`src/rtl/trapvec_pkg.sv`:
```
// Shared constants and types for the trap vector address generator.
// Assumes 12-bit CSR addresses and a two-bit vector mode field in bits 1:0.
package trapvec_pkg;
    localparam logic [11:0] ADDR_SCRATCH = 12'h340;
    localparam logic [11:0] ADDR_EPC     = 12'h341;
    localparam logic [11:0] ADDR_CAUSE   = 12'h342;
    localparam logic [11:0] ADDR_TVAL    = 12'h343;
    localparam logic [11:0] ADDR_TVEC    = 12'h305;

    typedef enum logic [1:0] {
        VEC_DIRECT = 2'd0,
        VEC_TABLE  = 2'd1,
        VEC_RSV2   = 2'd2,
        VEC_RSV3   = 2'd3
    } vec_mode_e;

    function automatic logic mode_legal(input logic [1:0] m);
        return (m == VEC_DIRECT) || (m == VEC_TABLE);
    endfunction
endpackage

```
`src/rtl/trapvec_base_reg.sv`:
```
// Vector register: stores the handler base and the dispatch mode.
// Assumes writes carrying a reserved mode must leave the mode field as it was.
module trapvec_base_reg
    import trapvec_pkg::*;
#(
    parameter int XLEN = 32
) (
    input  logic            clk,
    input  logic            rst_n,
    input  logic            wr_en,
    input  logic [XLEN-1:0] wr_data,
    output logic [XLEN-3:0] base_q,
    output vec_mode_e       mode_q
);
    logic [1:0] new_mode;
    assign new_mode = wr_data[1:0];

    // Store the base on every write; store the mode only when it is legal.
    always_ff @(posedge clk) begin
        if (!rst_n) begin
            base_q <= '0;
            mode_q <= VEC_DIRECT;
        end else if (wr_en) begin
            base_q <= wr_data[XLEN-1:2];
            if (mode_legal(new_mode)) mode_q <= vec_mode_e'(new_mode);
        end
    end


    reserved_mode_keep_chk: assert property (@(posedge clk) disable iff (!rst_n)
        (wr_en && !mode_legal(wr_data[1:0])) |=> (mode_q == $past(mode_q)));


    base_take_chk: assert property (@(posedge clk) disable iff (!rst_n)
        wr_en |=> (base_q == $past(wr_data[XLEN-1:2])));
endmodule

```
`src/rtl/trapvec_pc_align.sv`:
```
// Exception PC register with alignment applied on write.
// Assumes the compressed-enable input is sampled in the same cycle as the write.
module trapvec_pc_align #(
    parameter int XLEN = 32
) (
    input  logic            clk,
    input  logic            rst_n,
    input  logic            wr_en,
    input  logic [XLEN-1:0] wr_data,
    input  logic            compressed_en,
    output logic [XLEN-1:0] epc_q
);
    localparam logic [XLEN-1:0] MASK_HALF = {{(XLEN-1){1'b1}}, 1'b0};
    localparam logic [XLEN-1:0] MASK_WORD = {{(XLEN-2){1'b1}}, 2'b00};

    logic [XLEN-1:0] aligned;
    // Pick the alignment mask from the instruction-size configuration.
    always_comb aligned = wr_data & (compressed_en ? MASK_HALF : MASK_WORD);

    // Capture the aligned value on a write.
    always_ff @(posedge clk) begin
        if (!rst_n)     epc_q <= '0;
        else if (wr_en) epc_q <= aligned;
    end


    epc_half_chk: assert property (@(posedge clk) disable iff (!rst_n)
        (wr_en && compressed_en) |=>
            (epc_q[0] == 1'b0 && epc_q[XLEN-1:1] == $past(wr_data[XLEN-1:1])));


    epc_word_chk: assert property (@(posedge clk) disable iff (!rst_n)
        (wr_en && !compressed_en) |=>
            (epc_q[1:0] == 2'b00 && epc_q[XLEN-1:2] == $past(wr_data[XLEN-1:2])));
endmodule

```
`src/rtl/trapvec_plain_reg.sv`:
```
// Unconstrained storage register (cause, trap value, scratch).
// Assumes every written value is legal and kept as written.
module trapvec_plain_reg #(
    parameter int W = 32
) (
    input  logic         clk,
    input  logic         rst_n,
    input  logic         wr_en,
    input  logic [W-1:0] wr_data,
    output logic [W-1:0] q
);
    // Hold the last written word.
    always_ff @(posedge clk) begin
        if (!rst_n)     q <= '0;
        else if (wr_en) q <= wr_data;
    end


    plain_store_chk: assert property (@(posedge clk) disable iff (!rst_n)
        wr_en |=> (q == $past(wr_data)));
endmodule

```
`src/rtl/trapvec_target_calc.sv`:
```
// Combinational handler entry address from the vector and cause registers.
// Assumes the cause register's top bit marks an interrupt.
module trapvec_target_calc
    import trapvec_pkg::*;
#(
    parameter int XLEN = 32
) (
    input  logic [XLEN-3:0] base,
    input  vec_mode_e       mode,
    input  logic [XLEN-1:0] cause,
    output logic [XLEN-1:0] target_addr,
    output logic            target_valid
);
    logic [XLEN-1:0] base_addr;
    logic [XLEN-1:0] offset;
    logic            is_irq;

    assign base_addr = {base, 2'b00};
    assign offset    = {cause[XLEN-3:0], 2'b00};
    assign is_irq    = cause[XLEN-1];

    // Select the entry address by mode and cause kind.
    always_comb begin
        target_addr  = base_addr;
        target_valid = 1'b0;
        case (mode)
            VEC_DIRECT: target_valid = 1'b1;
            VEC_TABLE: begin
                target_valid = 1'b1;
                if (is_irq) target_addr = base_addr + offset;
            end
            default: target_valid = 1'b0;
        endcase
    end
endmodule

```
`src/rtl/trapvec_gen.sv`:
```
// Top of the trap vector address generator: CSR decode, register bank
// and target computation. Assumes a single-cycle write port and a
// combinational read of the addressed register.
module trapvec_gen
    import trapvec_pkg::*;
#(
    parameter int XLEN = 32
) (
    input  logic            clk,
    input  logic            rst_n,
    input  logic            csr_we,
    input  logic [11:0]     csr_addr,
    input  logic [XLEN-1:0] csr_wdata,
    output logic [XLEN-1:0] csr_rdata,
    input  logic            compressed_en,
    output logic [XLEN-1:0] target_addr,
    output logic            target_valid
);
    localparam int NPLAIN = 3;
    localparam logic [11:0] PLAIN_ADDR [NPLAIN] = '{ADDR_CAUSE, ADDR_TVAL, ADDR_SCRATCH};
    localparam int CAUSE_IDX = 0;

    logic [XLEN-3:0] base_q;
    vec_mode_e       mode_q;
    logic [XLEN-1:0] epc_q;
    logic [XLEN-1:0] plain_q [NPLAIN];

    trapvec_base_reg #(.XLEN(XLEN)) u_base (
        .clk(clk), .rst_n(rst_n),
        .wr_en(csr_we && csr_addr == ADDR_TVEC),
        .wr_data(csr_wdata), .base_q(base_q), .mode_q(mode_q)
    );

    trapvec_pc_align #(.XLEN(XLEN)) u_epc (
        .clk(clk), .rst_n(rst_n),
        .wr_en(csr_we && csr_addr == ADDR_EPC),
        .wr_data(csr_wdata), .compressed_en(compressed_en), .epc_q(epc_q)
    );

    for (genvar g = 0; g < NPLAIN; g++) begin : g_plain
        trapvec_plain_reg #(.W(XLEN)) u_reg (
            .clk(clk), .rst_n(rst_n),
            .wr_en(csr_we && csr_addr == PLAIN_ADDR[g]),
            .wr_data(csr_wdata), .q(plain_q[g])
        );
    end

    trapvec_target_calc #(.XLEN(XLEN)) u_calc (
        .base(base_q), .mode(mode_q), .cause(plain_q[CAUSE_IDX]),
        .target_addr(target_addr), .target_valid(target_valid)
    );

    // Read mux: addressed register, zero for unmapped addresses.
    always_comb begin
        csr_rdata = '0;
        if (csr_addr == ADDR_TVEC) csr_rdata = {base_q, mode_q};
        if (csr_addr == ADDR_EPC)  csr_rdata = epc_q;
        for (int i = 0; i < NPLAIN; i++)
            if (csr_addr == PLAIN_ADDR[i]) csr_rdata = plain_q[i];
    end


    target_valid_chk: assert property (@(posedge clk) disable iff (!rst_n)
        target_valid);


    target_align_chk: assert property (@(posedge clk) disable iff (!rst_n)
        target_addr[1:0] == 2'b00);
endmodule

```
`config.mk`:
```
export PLATFORM = sky130hd
export DESIGN_NAME = trapvec_gen
export DESIGN_NICKNAME = d
export VERILOG_FILES = /design/src/rtl/trapvec_pkg.sv /design/src/rtl/trapvec_base_reg.sv /design/src/rtl/trapvec_pc_align.sv /design/src/rtl/trapvec_plain_reg.sv /design/src/rtl/trapvec_target_calc.sv /design/src/rtl/trapvec_gen.sv
export SDC_FILE = /design/constraint.sdc
export NUM_CORES = 1
export LEC_CHECK = 0
export BUFFER_PORTS_ARGS = -buffer_cell sky130_fd_sc_hd__buf_2
export CAP_MARGIN = 25
export CORE_MARGIN = 2
export CORE_UTILIZATION = 30
export CTS_CLUSTER_DIAMETER = 200
export DETAILED_ROUTE_END_ITERATION = 10
export GPL_ROUTABILITY_DRIVEN = 0
export GPL_TIMING_DRIVEN = 0
export SLEW_MARGIN = 20
export SYNTH_ARGS = -nofsm -noshare
export SYNTH_HDL_FRONTEND = slang
export SYNTH_SLANG_ARGS = --single-unit
export TNS_END_PERCENT = 5
```
`constraint.sdc`:
```
create_clock -name clk -period 3.47 [get_ports clk]
set_input_delay 0.1735 -clock clk [delete_from_list [all_inputs] [get_ports clk]]
set_output_delay 0.1735 -clock clk [all_outputs]
set_load 0.005 [all_outputs]
```
## Word-level counts from Yosys, hierarchy flattened

Index checks and enable logic that the tools add are counted.

| storage, ports and cells | value |
|---|---|
| register bits after elaboration | 160 |
| output and inout bits | 65 |
| word-level logic and storage cells | 34 |

| cells by class | value |
|---|---|
| add/subtract/negate cells | 1 |
| equal/unequal tests | 7 |
| multiplexer cells | 9 |
| bitwise operators | 1 |
| reductions and logical operators | 10 |

Operators with widths:

| cell | count |
|---|---|
| 32-bit 2-to-1 mux | 7 |
| 12-bit by 10-bit equality test with 1-bit output (second input constant) | 5 |
| 32-bit adder | 1 |
| 32-bit bitwise AND | 1 |
| 1-bit logical AND | 5 |
| 2-bit by 1-bit equality test with 1-bit output (second input constant) | 2 |
| 2-bit logical NOT | 2 |
| 2-bit 2-to-1 mux | 1 |
| 2-bit AND reduction | 1 |
| 2-bit OR reduction | 1 |
| 1-bit logical OR | 1 |
| 1-bit 2-to-1 mux | 1 |

## Logic depth before layout (Yosys ltp)

Gate-level depths: netlist (run 1).

| logic depth | value |
|---|---|
| word-level depth | 6 |
| gate-level depth with buffers | 9 |
| mapped depth without buffers | 9 |

## Hierarchy

From an unflattened synthesis (run 1), not the netlist that was laid out.

| second synthesis, totals | value |
|---|---|
| cells, all modules | 1067 |
| area total of the unflattened synthesis | 9686.8 µm² |

By module, submodules not included:

| module | instances | cells an instance | area each (µm²) | seq. area each (µm²) |
|---|---|---|---|---|
| trapvec_plain_reg | 3 | 103 | 1243.7 | 640.6 |
| trapvec_target_calc | 1 | 303 | 2016.9 | 0.0 |
| trapvec_gen | 1 | 247 | 1473.9 | 0.0 |
| trapvec_base_reg | 1 | 105 | 1244.9 | 640.6 |
| trapvec_pc_align | 1 | 103 | 1219.9 | 620.6 |

## Least setup slack after synthesis (run 1)

OpenSTA, ideal clock, no wires.

| timing path | value |
|---|---|
| path type | flip-flop to output port |
| start point | register u_base.base_q[0] |
| end point | output target_addr[26] |
| data arrival time | 2225 ps |
| data required time | 3296 ps |
| slack | 1071 ps |
| stages on the path, launching flop included | 10 |
| path buffers | 0 |
| cells stage by stage | dfxtp_1 ha_1 fa_1 a211oi_1 or3_1 nand4b_1 nand3_1 and2_1 o21ai_0 a221o_1 |

| on the way | value |
|---|---|
| word-level cells in the longest chain between the ends | 3 |

Ends and longest elaborated chain:

| element | line | RTL |
|---|---|---|
| start: declaration | trapvec_base_reg.sv:12 | `output logic [XLEN-3:0] base_q,` |
| start signal: assignment | trapvec_base_reg.sv:24 | `base_q <= wr_data[XLEN-1:2];` |
| 32-bit adder | trapvec_target_calc.sv:30 | `if (is_irq) target_addr = base_addr + offset;` |
| 32-bit 2-to-1 mux | trapvec_target_calc.sv:30 |  |
| 32-bit 2-to-1 mux | trapvec_target_calc.sv:26 | `case (mode)` |
| end: declaration | trapvec_gen.sv:16 | `output logic [XLEN-1:0] target_addr,` |

No other way between the ends.

## Final worst setup path (run 1)

| timing path | value |
|---|---|
| start point | register u_base.base_q[0] |
| end point | output target_addr[24] |

Same word-level chain as after synthesis.

==> flow_summary.ini, run 1 <==
[global_routing]
grt_pass1_vias = 8575
grt_pass1_wl_um = 49000
grt_start_max_net_pins = 17
grt_usage_pct = 21.0
grt_overflow_total = 0
antenna_found_initial = 1

[yosys]
ys_ff_latch = 159
synthArstFlopShare_pct = 0
syn_area_per_cell_um2 = 7.54
synthFlopType = dfxtp_1
ys_seq_area_share_pct = 36.5
netlist_area_um2 = 8710
ys_warn_count = 0
synth-edff-count = 0
syn_inst = 1156
ys_types = 53

[critical_path]
crit_path_start_kind = register
cp_cell_sequence = ha_1, fa_2, a211oi_4, or3_1, and4b_1, o21ai_2, a21oi_1, or4_1, nand3_1, buf_2
reg2reg_depth = 2
cp.required_ns = 3.30
worst-setup-path-type = reg -> out
path_delay_family = simple AND/OR/NAND/NOR gates
crit_path_top_delay_cell = or4_1
cp.depth = 10
crit_arrival_ns = 3.15
cp-end-kind = output port
worst-path-buf-inv = 1
critPathMaxStageDelay_ns = 0.42
critical_path.max_fanout = 4

[clock_network]
cts_hold_buffers = 0
path_clk_slew_ns = 0.07
cts-htree-levels = 4
clock_latency_ns = 0.42
clockRootBuffer = clkbuf_16
cts_tree = built
postCtsSetupBuffers = 0
cts_buffer_depth = 2
cts.sinks = 159
cts_buffers = 17

[place]
place_inst = 1649
io_buffers = 108
dpl.hpwl_um = 23700
placed_area_um2 = 9740

[drt]
viasPerCell = 5.32
vias = 8942
drt_wl_total_um = 32500
first_pass_iters = 6
wl_per_cell_um = 19.3
drt_iter0_markers = 1078
antenna_left = 0
drc_errors = 0

[finish]
final.fill_count = 3012
final_net_count = 1361
final_cell_count_no_fill = 1681
stdcell_area_um2 = 10400
synthToLayoutAreaGrowth_pct = 18.9
fin_util_pct = 36.2
drive_above_1_share_pct = 13.6

[sta]
fin_crit_ns = 3.33
rsz0062_at_grt = false
final_max_slew_viol_count = 0
fmax_ghz = 0.301
setup_viol = 0
worst_pin_slew_ns = 0.802
period_share_pct = 95.8
timing.hold.ws_ns = 0.0107
finClkSkew_ns = 0
tns_ns = 0
finalHoldViolCount = 0
relSlewSlack_pct = 46.5

[power]
power_leakage_nw = 3.97
power_density_nw_per_um2 = 377
peakVddDrop_mv = 0.341

[hold_path]
hold_path.class = in -> reg
holdPathStages = 3

[floorplanning]
fp.dieArea_um2 = 30400
pin_count = 113
fp.dieH_um = 174
die_x_um = 174
row_count = 62
start_util_pct = 30.4
coreArea_um2 = 28600

[run]
max-cap-violations = 0

[status]
status = finished, final reports clean
[cells in the mapped netlist, drive strengths merged, types with 2 or more instances]
library cell  instances  area share [%]
nand2               400              17
a21boi              159              14
dfxtp               159              37
clkbuf               61             2.6
nor2                 44             1.9
o21ai                39             2.3
a21oi                38             2.2
a222oi               32             3.7
ha                   29             4.2
a31oi                25             1.8
buf                  23             1.5
a21o                 14             1.2
nand3                12            0.69
inv                  11            0.47
xnor2                11             1.1
nand4                 9            0.65
o21bai                9            0.78
xor2                  9            0.90
a22oi                 8            0.69
and2                  8            0.57
o211ai                7            0.60
or3                   7            0.50
a211oi                6            0.57
and3                  5            0.42
nor3                  3            0.30
nor4                  3            0.36
or4                   3            0.26
a221o                 2            0.23
nand2b                2            0.14
nor3b                 2            0.17
o2111a                2            0.26
o21a                  2            0.17
[worst paths after layout]
kind / start / end / slack, ns
worst max-delay path: u_base.base_q[0]$_SDFFE_PN0P_ / target_addr[24] / 0.14
worst min-delay path: csr_wdata[24] / u_base.base_q[22]$_SDFFE_PN0P_ / 0.01
worst max register to register: g_plain[0].u_reg.q[29]$_SDFFE_PN0P_ / g_plain[0].u_reg.q[29]$_SDFFE_PN0P_ / 2.68
worst min register to register: g_plain[2].u_reg.q[8]$_SDFFE_PN0P_ / g_plain[2].u_reg.q[8]$_SDFFE_PN0P_ / 0.45
[state kept, by name, indices dropped and copies added, names as in the netlist]
name / count
g_plain.u_reg.q: 96
u_epc.epc_q: 31
u_base.base_q: 30
u_base.mode_q: 2
[power breakdown]
group / switching (mW) / total (mW) / internal [mW]
Combinational: 0.0775 / 0.129 / 0.0514
Sequential: 0.000153 / 1.82 / 1.82
Clock: 0.860 / 1.95 / 1.09
Total: 0.937 / 3.90 / 2.97
[cell families after synthesis]
group | Yosys count | share of synthesized area [%]
buf+inv | 95 | 4.58
fa+ha+maj | 30 | 4.39
other cells | 1 | 0.0430
compound gates | 346 | 28.5
xor+xnor | 20 | 2.01
simple gates | 504 | 23.8
flops | 159 | 36.5
mux | 1 | 0.115
[metrics by stage]
stage / worst slack [ns] / power [mW]
finish: 0.144 / 3.90
global route: 0.0358 / 3.99
CTS: 0.0801 / 3.91
detailed placement: 0.459 / 1.99
global placement: 0.466 / 1.99
floorplan: 1.07 / 1.91
[placed cells by master (no fill, tap or decap), drive strengths merged, types with 3 or more instances in the layout]
master and n:
nor2 44, a222oi 32, nand4 9, clkbuf 79, or3 7, a22oi 8
o211ai 7, a21o 14, nor4 3, a21boi 159, buf 131, or4 3
xnor2 11, inv 20, nand3 12, a211oi 6, nor3 3, ha 29
o21bai 9, a31oi 25, and3 5, dfxtp 159, o21ai 39, a21oi 38
xor2 9, nand2 400, and2 8
[final cells by class]
cell class | instances | area (um2) | share of cell area (%)
diodes | 1 | 2.50 | 0.0242
clock buffers | 19 | 433 | 4.18
multi-input cells | 903 | 5160 | 49.8
clock inverters | 13 | 163 | 1.57
well taps | 384 | 480 | 4.64
repair buffers | 108 | 541 | 5.22
flip-flops and latches | 159 | 3180 | 30.7
plain buffers | 83 | 355 | 3.43
inverters | 11 | 41.3 | 0.399
[routing by layer]
layer / vias up / track usage [%] / share of wire (%)
li1: 4270 / - / -
met1: 4218 / 27.2 / 42
met2: 404 / 33.3 / 45
met3: 50 / 5.14 / 9.2
met4: 0 / 8.72 / 3.3
met5: - / 0 / 0
[worst reg2reg max path, stage by stage (launching register included)]
cell      delay, ns
dfxtp_1        0.48
nand2_1        0.10
a21boi_1       0.15
[what timing repair did]
item,in CTS,in global routing
endpoints found under the setup margin,2,10
pin swaps,0,1
gates resized for setup,1,9
(Power assumes the default switching activity.)
==> run 2, diff against run 1 <==
--- a/config.mk
+++ b/config.mk
@@ -16,5 +16,6 @@
 export SLEW_MARGIN = 20
 export SYNTH_ARGS = -nofsm -noshare
 export SYNTH_HDL_FRONTEND = slang
+export SYNTH_HIERARCHICAL = 1
 export SYNTH_SLANG_ARGS = --single-unit
 export TNS_END_PERCENT = 5
==> flow_summary.ini, run 2 <==
[status]
status = finished, final reports clean

[floorplanning]
fp.dieH_um = 184
fp.dieArea_um2 = 33700
start_util_pct = 30.6
die_x_um = 184
coreArea_um2 = 31600
row_count = 65
pin_count = 113

[yosys]
synth_adder_area_share_pct = 3.95
ys_ff_latch = 159
synth_area_leader_cell = dfxtp_1
muxShareOfSynthArea_pct = 16.7
syn_area_per_cell_um2 = 9.08
syn_inst = 1067
synth_top_area_share_pct = 32.9
ys_types = 73
netlist_area_um2 = 9690
synthSimpleGateAreaFrac_pct = 19.5
synthArstFlopShare_pct = 0
synth_top_family_by_area = simple AND/OR/NAND/NOR gates
synthFlopType = dfxtp_1
ys_warn_count = 6
ys_seq_area_share_pct = 32.9
synth-edff-count = 0
synth_compound_area_share_pct = 17.2
ys_top_cells_by_area = dfxtp_1 33%, mux2i_1 16%, nor2b_1 10%
synth_common_cells = 159 x dfxtp_1, 159 x mux2i_1, 159 x nor2b_1, 82 x nand2_1, 68 x o21ai_0
synthXorXnorAreaFrac_pct = 2.08

[power]
peakVddDrop_mv = 0.263
power_frac_seq_pct = 46.8
switching_share_pct = 25.4
power_density_nw_per_um2 = 342
power_leakage_nw = 3.87
combPwrFrac_pct = 5.5
p_switching_mw = 0.990
report.power.total_mw = 3.90
intPower_mw = 2.91
power_frac_clock_pct = 47.7

[sta]
finClkSkew_ns = 0
setup_viol = 0
rsz0062_at_grt = true
finalHoldViolCount = 0
fin_crit_ns = 3.42
worst_pin_slew_ns = 0.865
timing.final.ws_setup_ns = 0.0534
fmax_ghz = 0.293
final_max_slew_viol_count = 0
relSlewSlack_pct = 42.3
period_share_pct = 98.5

[drt]
drc_errors = 0
wl_per_cell_um = 19.6
viasPerCell = 5.19
vias = 8381
antenna_left = 0
drt_wl_total_um = 31700
drt_iter0_markers = 616
first_pass_iters = 5

[critical_path]
critical_path.max_fanout = 4
worst-setup-path-type = reg -> out
crit_path_start_kind = register
cp.required_ns = 3.30
crit_arrival_ns = 3.24
cp-end-kind = output port

[global_routing]
grt_pass1_vias = 8232
antenna_found_initial = 1
grt_start_max_net_pins = 27
grt_overflow_total = 0
grt_pass1_wl_um = 47900
grt_usage_pct = 18.7

[finish]
final.fill_count = 3245
synthToLayoutAreaGrowth_pct = 17.5
final_net_count = 1277
regMostFlops = g_plain.u_reg/q
largest_reg_flops = 96
reg_top3 = g_plain.u_reg/q x96, u_epc/epc_q x31, u_base/base_q x30
final_cell_mix = 159 x nor2b_1, 159 x mux2i_1, 158 x dfxtp_1
drive_above_1_share_pct = 18.2

[place]
dpl.hpwl_um = 22700
dp_slack_ns = 0.180
io_buffers = 108

[hold_path]
hold_path.class = in -> reg

[clock_network]
clockRootBuffer = clkbuf_16
cts_buffer_depth = 2
cts_buffers = 17
clock_latency_ns = 0.43
cts.sinks = 159
cts_tree = built
cts-htree-levels = 4
cts_hold_buffers = 0
path_clk_slew_ns = 0.07

[run]
max-cap-violations = 0
run 2: cell types whose count changed after synthesis, sizes merged, moves of 23 or more:
cell	change
nand2	-318
mux2i	+158
nor2b	+158
a21boi	-157
o21ai	+34
a222oi	-32
o221a	+29
a21oi	+25
clkbuf	-23
run 2: timing repair:
item / 4_1_cts / 5_1_grt
pin swaps: 5 / 0
hold endpoints to repair: 0 / 0
setup buffers: 4 / 0
setup endpoints to repair: 6 / 10
resized for setup: 7 / 3
run 2: worst paths after layout:
check | start | end | slack [ns] | depth (start not counted)
worst max-delay path | u_base/base_q[0]$_SDFFE_PN0P_ | target_addr[30] | 0.05 | 11
worst min-delay path | compressed_en | u_epc/epc_q[1]$_SDFFE_PN0P_ | 0.02 | 3
worst max register to register | u_base/base_q[1]$_SDFFE_PN0P_ | u_base/base_q[1]$_SDFFE_PN0P_ | 2.73 | 2
worst min register to register | u_base/mode_q[1]$_SDFFE_PN0P_ | u_base/mode_q[1]$_SDFFE_PN0P_ | 0.47 | 2
run 2: per-stage QoR:
stage / TNS, ns / cells / utilization, % / instance area (um2) / hold WS [ns]
after floorplan: 0 / 1068 / - / 9690 / 0.302
after global placement: 0 / 1578 / 33.9 / 10700 / 0.448
after detailed placement: 0 / 1578 / 33.9 / 10700 / 0.458
after CTS: 0 / 1613 / 35.9 / 11400 / 0.0115
after global routing: -0.185 / 1614 / 36.0 / 11400 / 0.0349
final: 0 / 1614 / 36.0 / 11400 / 0.0218
run 2: layer usage:
| layer | part of all wire, % | GRT usage, % | wire (um) | up-vias |
|---|---|---|---|---|
| met5 | 0 | 0 | 0 | - |
| met4 | 1.9 | 5.98 | 618 | 0 |
| met3 | 6.1 | 2.89 | 1940 | 38 |
| met2 | 46 | 30.0 | 14500 | 265 |
| met1 | 46 | 25.6 | 14700 | 4025 |
| li1 | - | - | - | 4053 |
run 2: layout make-up:
| type | count | area [um2] | share of cell area, % |
|---|---|---|---|
| antenna | 1 | 2.50 | 0.0220 |
| buffer | 82 | 696 | 6.11 |
| clock buffer | 18 | 439 | 3.86 |
| clock inverter | 13 | 128 | 1.12 |
| inverter | 14 | 52.6 | 0.462 |
| multi-input combinational | 813 | 5810 | 51.0 |
| sequential | 159 | 3180 | 28.0 |
| tap | 402 | 503 | 4.42 |
| timing repair buffer | 112 | 571 | 5.01 |
run 2: critical path, cell delays in order, from the launching register on:
cell and delay, ns:
dfxtp_2 0.34, ha_2 0.20, fa_2 0.40, a21oi_4 0.18, o211ai_4 0.10, a221oi_4 0.35
nand2b_4 0.19, a32o_2 0.21, nor4_2 0.07, or4_1 0.49, o2111ai_2 0.12, buf_2 0.15
run 2: logic make-up (layout without fill, tap and decap cells):
kind of cell | count (synthesis) | after routing
flops | 159 | 159
simple gates | 350 | 350
other cells | 2 | 4
fa+ha+maj | 30 | 30
buf+inv | 96 | 239
compound gates | 246 | 246
xor+xnor | 23 | 23
mux | 161 | 161
run 2: power by group through the flow:
stage | Sequential [mW] | Combinational [mW] | Clock [mW]
floorplan | 1.87 | 0.0953 | 0
global placement | 1.87 | 0.210 | 0
detailed placement | 1.87 | 0.211 | 0
CTS | 1.82 | 0.212 | 1.89
global route | 1.82 | 0.228 | 1.96
finish | 1.82 | 0.213 | 1.86
